<file path="src/rtl/rcs_pkg.sv">
package rcs_pkg;

    // One-bit adder result carried between the leaf and its users
    typedef struct packed {
        logic sum;
        logic carry;
    } bit_res_t;

    // Full adder: parity for the sum, majority for the carry
    function automatic bit_res_t full_add(input logic a, input logic b, input logic c);
        bit_res_t r;
        r.sum   = a ^ b ^ c;
        r.carry = (a & b) | (a & c) | (b & c);
        return r;
    endfunction

    // Width legality test used at elaboration
    function automatic bit is_pow2(input int unsigned v);
        return (v != 0) && ((v & (v - 1)) == 0);
    endfunction

endpackage

</file>
<file path="src/rtl/csa_full_adder.sv">
module csa_full_adder (
    input  logic a_i,
    input  logic b_i,
    input  logic c_i,
    output logic s_o,
    output logic c_o
);
    import rcs_pkg::*;

    bit_res_t res;

    always_comb begin
        res = full_add(a_i, b_i, c_i);
    end

    assign s_o = res.sum;
    assign c_o = res.carry;

endmodule

</file>
<file path="src/rtl/csa_mux2.sv">
module csa_mux2 #(
    parameter int unsigned W = 1
) (
    input  logic [W-1:0] d0_i,
    input  logic [W-1:0] d1_i,
    input  logic         sel_i,
    output logic [W-1:0] y_o
);
    // Gate-level selector: one shared inverter, two ANDs and one OR per bit
    logic sel_n;
    assign sel_n = ~sel_i;

    for (genvar i = 0; i < W; i++) begin : g_bit
        logic pick0;
        logic pick1;
        assign pick0  = d0_i[i] & sel_n;
        assign pick1  = d1_i[i] & sel_i;
        assign y_o[i] = pick0 | pick1;
    end

endmodule

</file>
<file path="src/rtl/csa_node.sv">
module csa_node #(
    parameter int unsigned W = 2
) (
    input  logic [W-1:0] a_i,
    input  logic [W-1:0] b_i,
    input  logic         c_i,
    output logic [W-1:0] s_o,
    output logic         c_o
);

    if (W == 1) begin : g_leaf
        csa_full_adder u_fa (
            .a_i (a_i[0]),
            .b_i (b_i[0]),
            .c_i (c_i),
            .s_o (s_o[0]),
            .c_o (c_o)
        );
    end else begin : g_split
        localparam int unsigned H = W / 2;

        logic [H-1:0] lo_sum;
        logic         lo_carry;
        logic [H-1:0] hi0_sum;
        logic         hi0_carry;
        logic [H-1:0] hi1_sum;
        logic         hi1_carry;
        logic [H:0]   picked;

        // Low half sees the real carry-in
        csa_node #(.W(H)) u_lo (
            .a_i (a_i[H-1:0]),
            .b_i (b_i[H-1:0]),
            .c_i (c_i),
            .s_o (lo_sum),
            .c_o (lo_carry)
        );

        // High half, speculating carry-in zero
        csa_node #(.W(H)) u_hi0 (
            .a_i (a_i[W-1:H]),
            .b_i (b_i[W-1:H]),
            .c_i (1'b0),
            .s_o (hi0_sum),
            .c_o (hi0_carry)
        );

        // High half, speculating carry-in one
        csa_node #(.W(H)) u_hi1 (
            .a_i (a_i[W-1:H]),
            .b_i (b_i[W-1:H]),
            .c_i (1'b1),
            .s_o (hi1_sum),
            .c_o (hi1_carry)
        );

        // Low-half carry resolves the speculation for sum and carry alike
        csa_mux2 #(.W(H + 1)) u_sel (
            .d0_i  ({hi0_carry, hi0_sum}),
            .d1_i  ({hi1_carry, hi1_sum}),
            .sel_i (lo_carry),
            .y_o   (picked)
        );

        assign s_o[H-1:0] = lo_sum;
        assign s_o[W-1:H] = picked[H-1:0];
        assign c_o        = picked[H];
    end

endmodule

</file>
<file path="src/rtl/rcs_adder.sv">
module rcs_adder #(
    parameter int unsigned WIDTH = 32
) (
    input  logic [WIDTH-1:0] a_i,
    input  logic [WIDTH-1:0] b_i,
    input  logic             carry_i,
    output logic [WIDTH-1:0] sum_o,
    output logic             carry_o
);

    // only power-of-two widths split evenly down to one bit
    if (!rcs_pkg::is_pow2(WIDTH)) begin : g_bad_width
        $error("rcs_adder: WIDTH must be a power of two");
    end

    csa_node #(.W(WIDTH)) u_root (
        .a_i (a_i),
        .b_i (b_i),
        .c_i (carry_i),
        .s_o (sum_o),
        .c_o (carry_o)
    );

endmodule

</file>
<file path="config.mk">
export PLATFORM = sky130hd
export DESIGN_NAME = rcs_adder
export DESIGN_NICKNAME = d
export VERILOG_FILES = /design/src/rtl/rcs_pkg.sv /design/src/rtl/csa_full_adder.sv /design/src/rtl/csa_mux2.sv /design/src/rtl/csa_node.sv /design/src/rtl/rcs_adder.sv
export SDC_FILE = /design/constraint.sdc
export NUM_CORES = 1
export LEC_CHECK = 0
export ABC_AREA = 0
export BUFFER_PORTS_ARGS = -buffer_cell sky130_fd_sc_hd__buf_2
export CAP_MARGIN = 5
export CORE_UTILIZATION = 35
export DETAILED_ROUTE_END_ITERATION = 10
export PLACE_DENSITY = 0.64
export SLEW_MARGIN = 25
export SYNTH_ARGS = -nofsm -noshare
export SYNTH_HDL_FRONTEND = slang
export SYNTH_SLANG_ARGS = --single-unit
export TNS_END_PERCENT = 5
</file>
<file path="constraint.sdc">
create_clock -name vclk -period 7.2
set_clock_uncertainty 0.1 [all_clocks]
set_input_delay 0.36 -clock vclk [all_inputs]
set_output_delay 0.36 -clock vclk [all_outputs]
set_load 0.02 [all_outputs]
</file>
[After elaboration in Yosys (flattened, before gate mapping)]
Cells that the tools add are included.
Storage, ports and cells
  bits in registers: 0
  bits in latches: 0
  bits in writable memories: 0
  ROM bits: 0
  bits of input ports: 65
  output and inout port bits: 33
  logic and storage cells: 777
  memories kept: 0
Cells by class
  add/subtract/negate cells: 0
  multiply operators: 0
  div/mod/pow operators: 0
  order comparisons: 0
  equal/unequal tests: 0
  shift operators: 0
  muxes and demuxes: 0
  bitwise logic cells: 777
  reductions and logical operators: 0
Operator list (count)
  $and 1x1->1: 406
  $or 1x1->1: 250
  $not 1->1: 88
  $xor 1x1->1: 33

[Depth between registers and ports, before layout]
  depth after elaboration: 18
  gate-level depth with buffers: 15
  depth with buffers taken out: 14

[Modules after synthesis]
A second synthesis with hierarchy kept.
Unflattened totals
  cells, all modules: 903
  area, all modules: 10323.7 um^2
Modules (own cells, without submodules)
  csa_full_adder: instances 243, cells an instance 1, area an instance 20.0 um^2, sequential area each 0.0 um^2
  csa_mux2 (u_root.g_split.u_hi0.g_split.u_hi0.g_split.u_hi0.g_split.u_hi0.g_split.u_sel ...): instances 81, cells an instance 2, area an instance 22.5 um^2, sequential area each 0.0 um^2
  csa_node (u_root.g_split.u_hi0.g_split.u_hi0.g_split.u_hi0.g_split.u_hi0 ...): instances 81, cells an instance 3, area an instance 15.0 um^2, sequential area each 0.0 um^2
  csa_mux2 (u_root.g_split.u_hi0.g_split.u_hi0.g_split.u_hi0.g_split.u_sel ...): instances 27, cells an instance 3, area an instance 33.8 um^2, sequential area each 0.0 um^2
  csa_mux2 (u_root.g_split.u_hi0.g_split.u_hi0.g_split.u_sel ...): instances 9, cells an instance 5, area an instance 56.3 um^2, sequential area each 0.0 um^2
  csa_mux2 (u_root.g_split.u_hi0.g_split.u_sel ...): instances 3, cells an instance 10, area an instance 146.4 um^2, sequential area each 0.0 um^2
  csa_node (u_root ...): instances 40, cells an instance 2, area an instance 7.5 um^2, sequential area each 0.0 um^2
  csa_mux2 (u_root.g_split.u_sel): instances 1, cells an instance 19, area an instance 260.2 um^2, sequential area each 0.0 um^2

[Least setup slack after synthesis]
Ideal clock, no wire load.
  kind: input port to output port
  from: input a_i[0]
  to: output sum_o[30]
  data arrival time: 3.728 ns
  required time: 6.740 ns
  slack: 3.012 ns
  cell stages on the path: 14
  path buffers: 1
  path through: inv_1 -> fa_1 -> o21ai_2 -> mux2i_4 -> mux2i_4 -> mux2_4 -> o22ai_1 -> nand2_2 -> o21a_1 -> or3b_4 -> and2_4 -> buf_6 -> a21oi_2 -> xnor2_1
Between the ends
  word-level cells in the longest chain between the ends: 18
  elaborated cells between the ends (all ways): 24
  classes of those cells: 24 x bitwise
Ends and longest elaborated chain
  from (decl): RTL line rcs_adder.sv:4  | input logic [WIDTH-1:0] a_i,
  $and 1x1->1: RTL line rcs_pkg.sv:13  | r.carry = (a & b) | (a & c) | (b & c);
  $or 1x1->1 (*) (2 in a row): RTL line rcs_pkg.sv:13
  $not 1->1: RTL line csa_mux2.sv:11  | assign sel_n = ~sel_i;
  $and 1x1->1: RTL line csa_mux2.sv:16  | assign pick0 = d0_i[i] & sel_n;
  $or 1x1->1 (*): RTL line csa_mux2.sv:18  | assign y_o[i] = pick0 | pick1;
  $not 1->1: RTL line csa_mux2.sv:11
  $and 1x1->1: RTL line csa_mux2.sv:16
  $or 1x1->1 (*): RTL line csa_mux2.sv:18
  $not 1->1: RTL line csa_mux2.sv:11
  $and 1x1->1: RTL line csa_mux2.sv:16
  $or 1x1->1 (*): RTL line csa_mux2.sv:18
  $not 1->1: RTL line csa_mux2.sv:11
  $and 1x1->1: RTL line csa_mux2.sv:16
  $or 1x1->1 (*): RTL line csa_mux2.sv:18
  $not 1->1: RTL line csa_mux2.sv:11
  $and 1x1->1: RTL line csa_mux2.sv:16
  $or 1x1->1 (*): RTL line csa_mux2.sv:18
  to (decl): RTL line rcs_adder.sv:7  | output logic [WIDTH-1:0] sum_o,
Every way passes the cells marked *; elsewhere a longest branch is shown, timed or not.

[Final worst setup path]
Ends and elaborated chain as after synthesis.

==> reports/metrics.yaml <==
crit_path_start_kind: "input port"
drc: 0
core_area_mm2: 0.00676
ioPinCount: 98
track_usage_pct: 13.3
via_per_inst: 4.80
cp.arrival_ps: 3940
overflow: 0
ys_seq_area_share_pct: 0
powerDensity_mw_per_mm2: 129
total_power_w: 0.000389
hp-start: "carry_i"
wl_per_cell_um: 9.86
n_antenna_cell: 0
cts_hold_buf: 0
syn_area_mm2: 0.00244
final_common_cell: "buf_2"
hold_violations: 0
nets: 564
worstPathRequired_ps: 6740
dp_hpwl_um: 4580
fin_crit_sh_pct: 61.1
syn_nets: 467
ys_types: 55
critPathKind: "in -> out"
vias: 2466
synth.avg_cell_area_um2: 7.20
yosysWarnings: 0
p_leak_nw: 1.75
place_congestion: 0.740
layout-drive-gt1-share_pct: 26.3
mostFrequentLayoutCells: "98 x buf_2, 75 x inv_1, 62 x ha_1, 25 x nor2_1, 22 x a21oi_1"
pre_cts_ws_ps: 2760
outcome: "finished clean"
num_rows: 30
worstMarginPinSlew_ps: 418
setup_tns_ps: 0
slew_headroom_pct: 71.9
slew_violations: 0
start_util_pct: 36.1
die_height_um: 85.5
cpPeakStageDelay_ps: 480
path_cells: "buf_2, inv_1, fa_1, o21ai_2, mux2i_4, mux2i_4, mux2_4, o22ai_1, nand2_2, o21a_1, or3b_4, and2_4, a21oi_2, xnor2_1, buf_2"
cpMaxStageDelayCell: "fa_1"
path_buf_inv: 3
post_cts_buffers: 0
max_freq_mhz: 227
maxCapViolations: 0
drtIter0Drc: 66
die_w_um: 85.5
syn_inst: 339
die-area_mm2: 0.00732
layout_setup_ws_ps: 2800
regArea_um2: 0
rsz0062_at_grt: "false"
whs_endpoint: "sum_o[0]"
nFlopsAndLatches: 0
cts-resized-gates: 0
crit_family: "multiplexers"
portBuffers: 98
n_clock_buffer: 0
grt_first_pass_wirelength_um: 8640
finalWirelength_um: 5070
grt_max_degree: 10
area_growth_syn_to_layout_pct: 23.3
finalSetupViolCount: 0
dr.pass1.iters: 4
hold_depth: 5
grt_pass1_vias: 2256
vdd_ir_drop_max_mv: 0.0875
endpoint_kind: "output pin"
antenna_left: 0
cp_max_fo: 7
min_path_type: "in -> out"
period_minus_slack_ps: 4400
antenna_found_initial: 0
[cells by family (layout without fill, tap and decap cells)]
kind of cell               count (synthesis)  count (layout)  share of synthesized area (%)
AOI/OAI and AO/OA                         62              62                           15.9
buffers and inverters                     78             173                           12.4
xor gates and xnor gates                  30              30                           10.8
and+or+nand+nor                           91              91                           20.9
muxes                                     15              15                           7.43
adders and majority gates                 63              63                           32.6
[synth_stat cells (2+ instances only)]
library cell,n,area (um2)
o211ai_1,2,15.0
nand3b_1,3,22.5
a21oi_1,22,110
nor4bb_1,2,20.0
nand3_1,5,25.0
ha_1,62,776
o22ai_1,4,25.0
mux2i_1,11,110
or3_1,4,25.0
and2_1,4,25.0
and3_1,6,37.5
o21ai_0,13,65.1
mux2i_4,2,45.0
a211o_1,5,43.8
inv_1,75,282
nor3_1,3,15.0
or2_0,2,12.5
nor2b_1,3,18.8
o21a_1,3,22.5
nand2_1,15,56.3
xor2_1,9,78.8
nor3b_1,7,52.6
xnor2_1,21,184
nor2_1,25,93.8
[where the power goes]
part           internal, W  switching (W)  leakage, nW
logic             0.000159       0.000229         1.75
clock network            0              0            0
registers                0              0            0
[worst max-delay path by stage]
stage	startpoint	end	slack, ps	cells after the start
after floorplan	a_i[0]	sum_o[30]	3010	14
after detailed placement	a_i[0]	sum_o[30]	2760	15
final	a_i[0]	sum_o[30]	2800	15
after CTS	a_i[0]	sum_o[30]	2770	15
after global placement	a_i[0]	sum_o[30]	2840	15
after global routing	a_i[0]	sum_o[30]	2530	15
[metal layers]
metal	track usage [%]	up-vias	wire length [um]
met4	0.606	0	0
met1	16.4	1106	2400
met5	0	-	0
met3	0.481	0	187
met2	26.6	58	2480
li1	-	1302	-
[layout make-up]
type | instances | area [um2]
fillers | 727 | 3750
inverters | 75 | 282
multi-input cells | 261 | 2140
well taps | 80 | 100
repair buffers | 98 | 490
[metrics by stage]
stage / utilization, % / std cells / area [um2] / hold slack, ps
2_1_floorplan: - / 339 / 2440 / 915
3_5_place_dp: 44.6 / 514 / 3010 / 1100
6_report: 44.6 / 514 / 3010 / 1100
3_3_place_gp: 44.6 / 514 / 3010 / 1090
5_1_grt: 44.6 / 514 / 3010 / 1130
4_1_cts: 44.6 / 514 / 3010 / 1100
(Power assumes the default switching activity.)
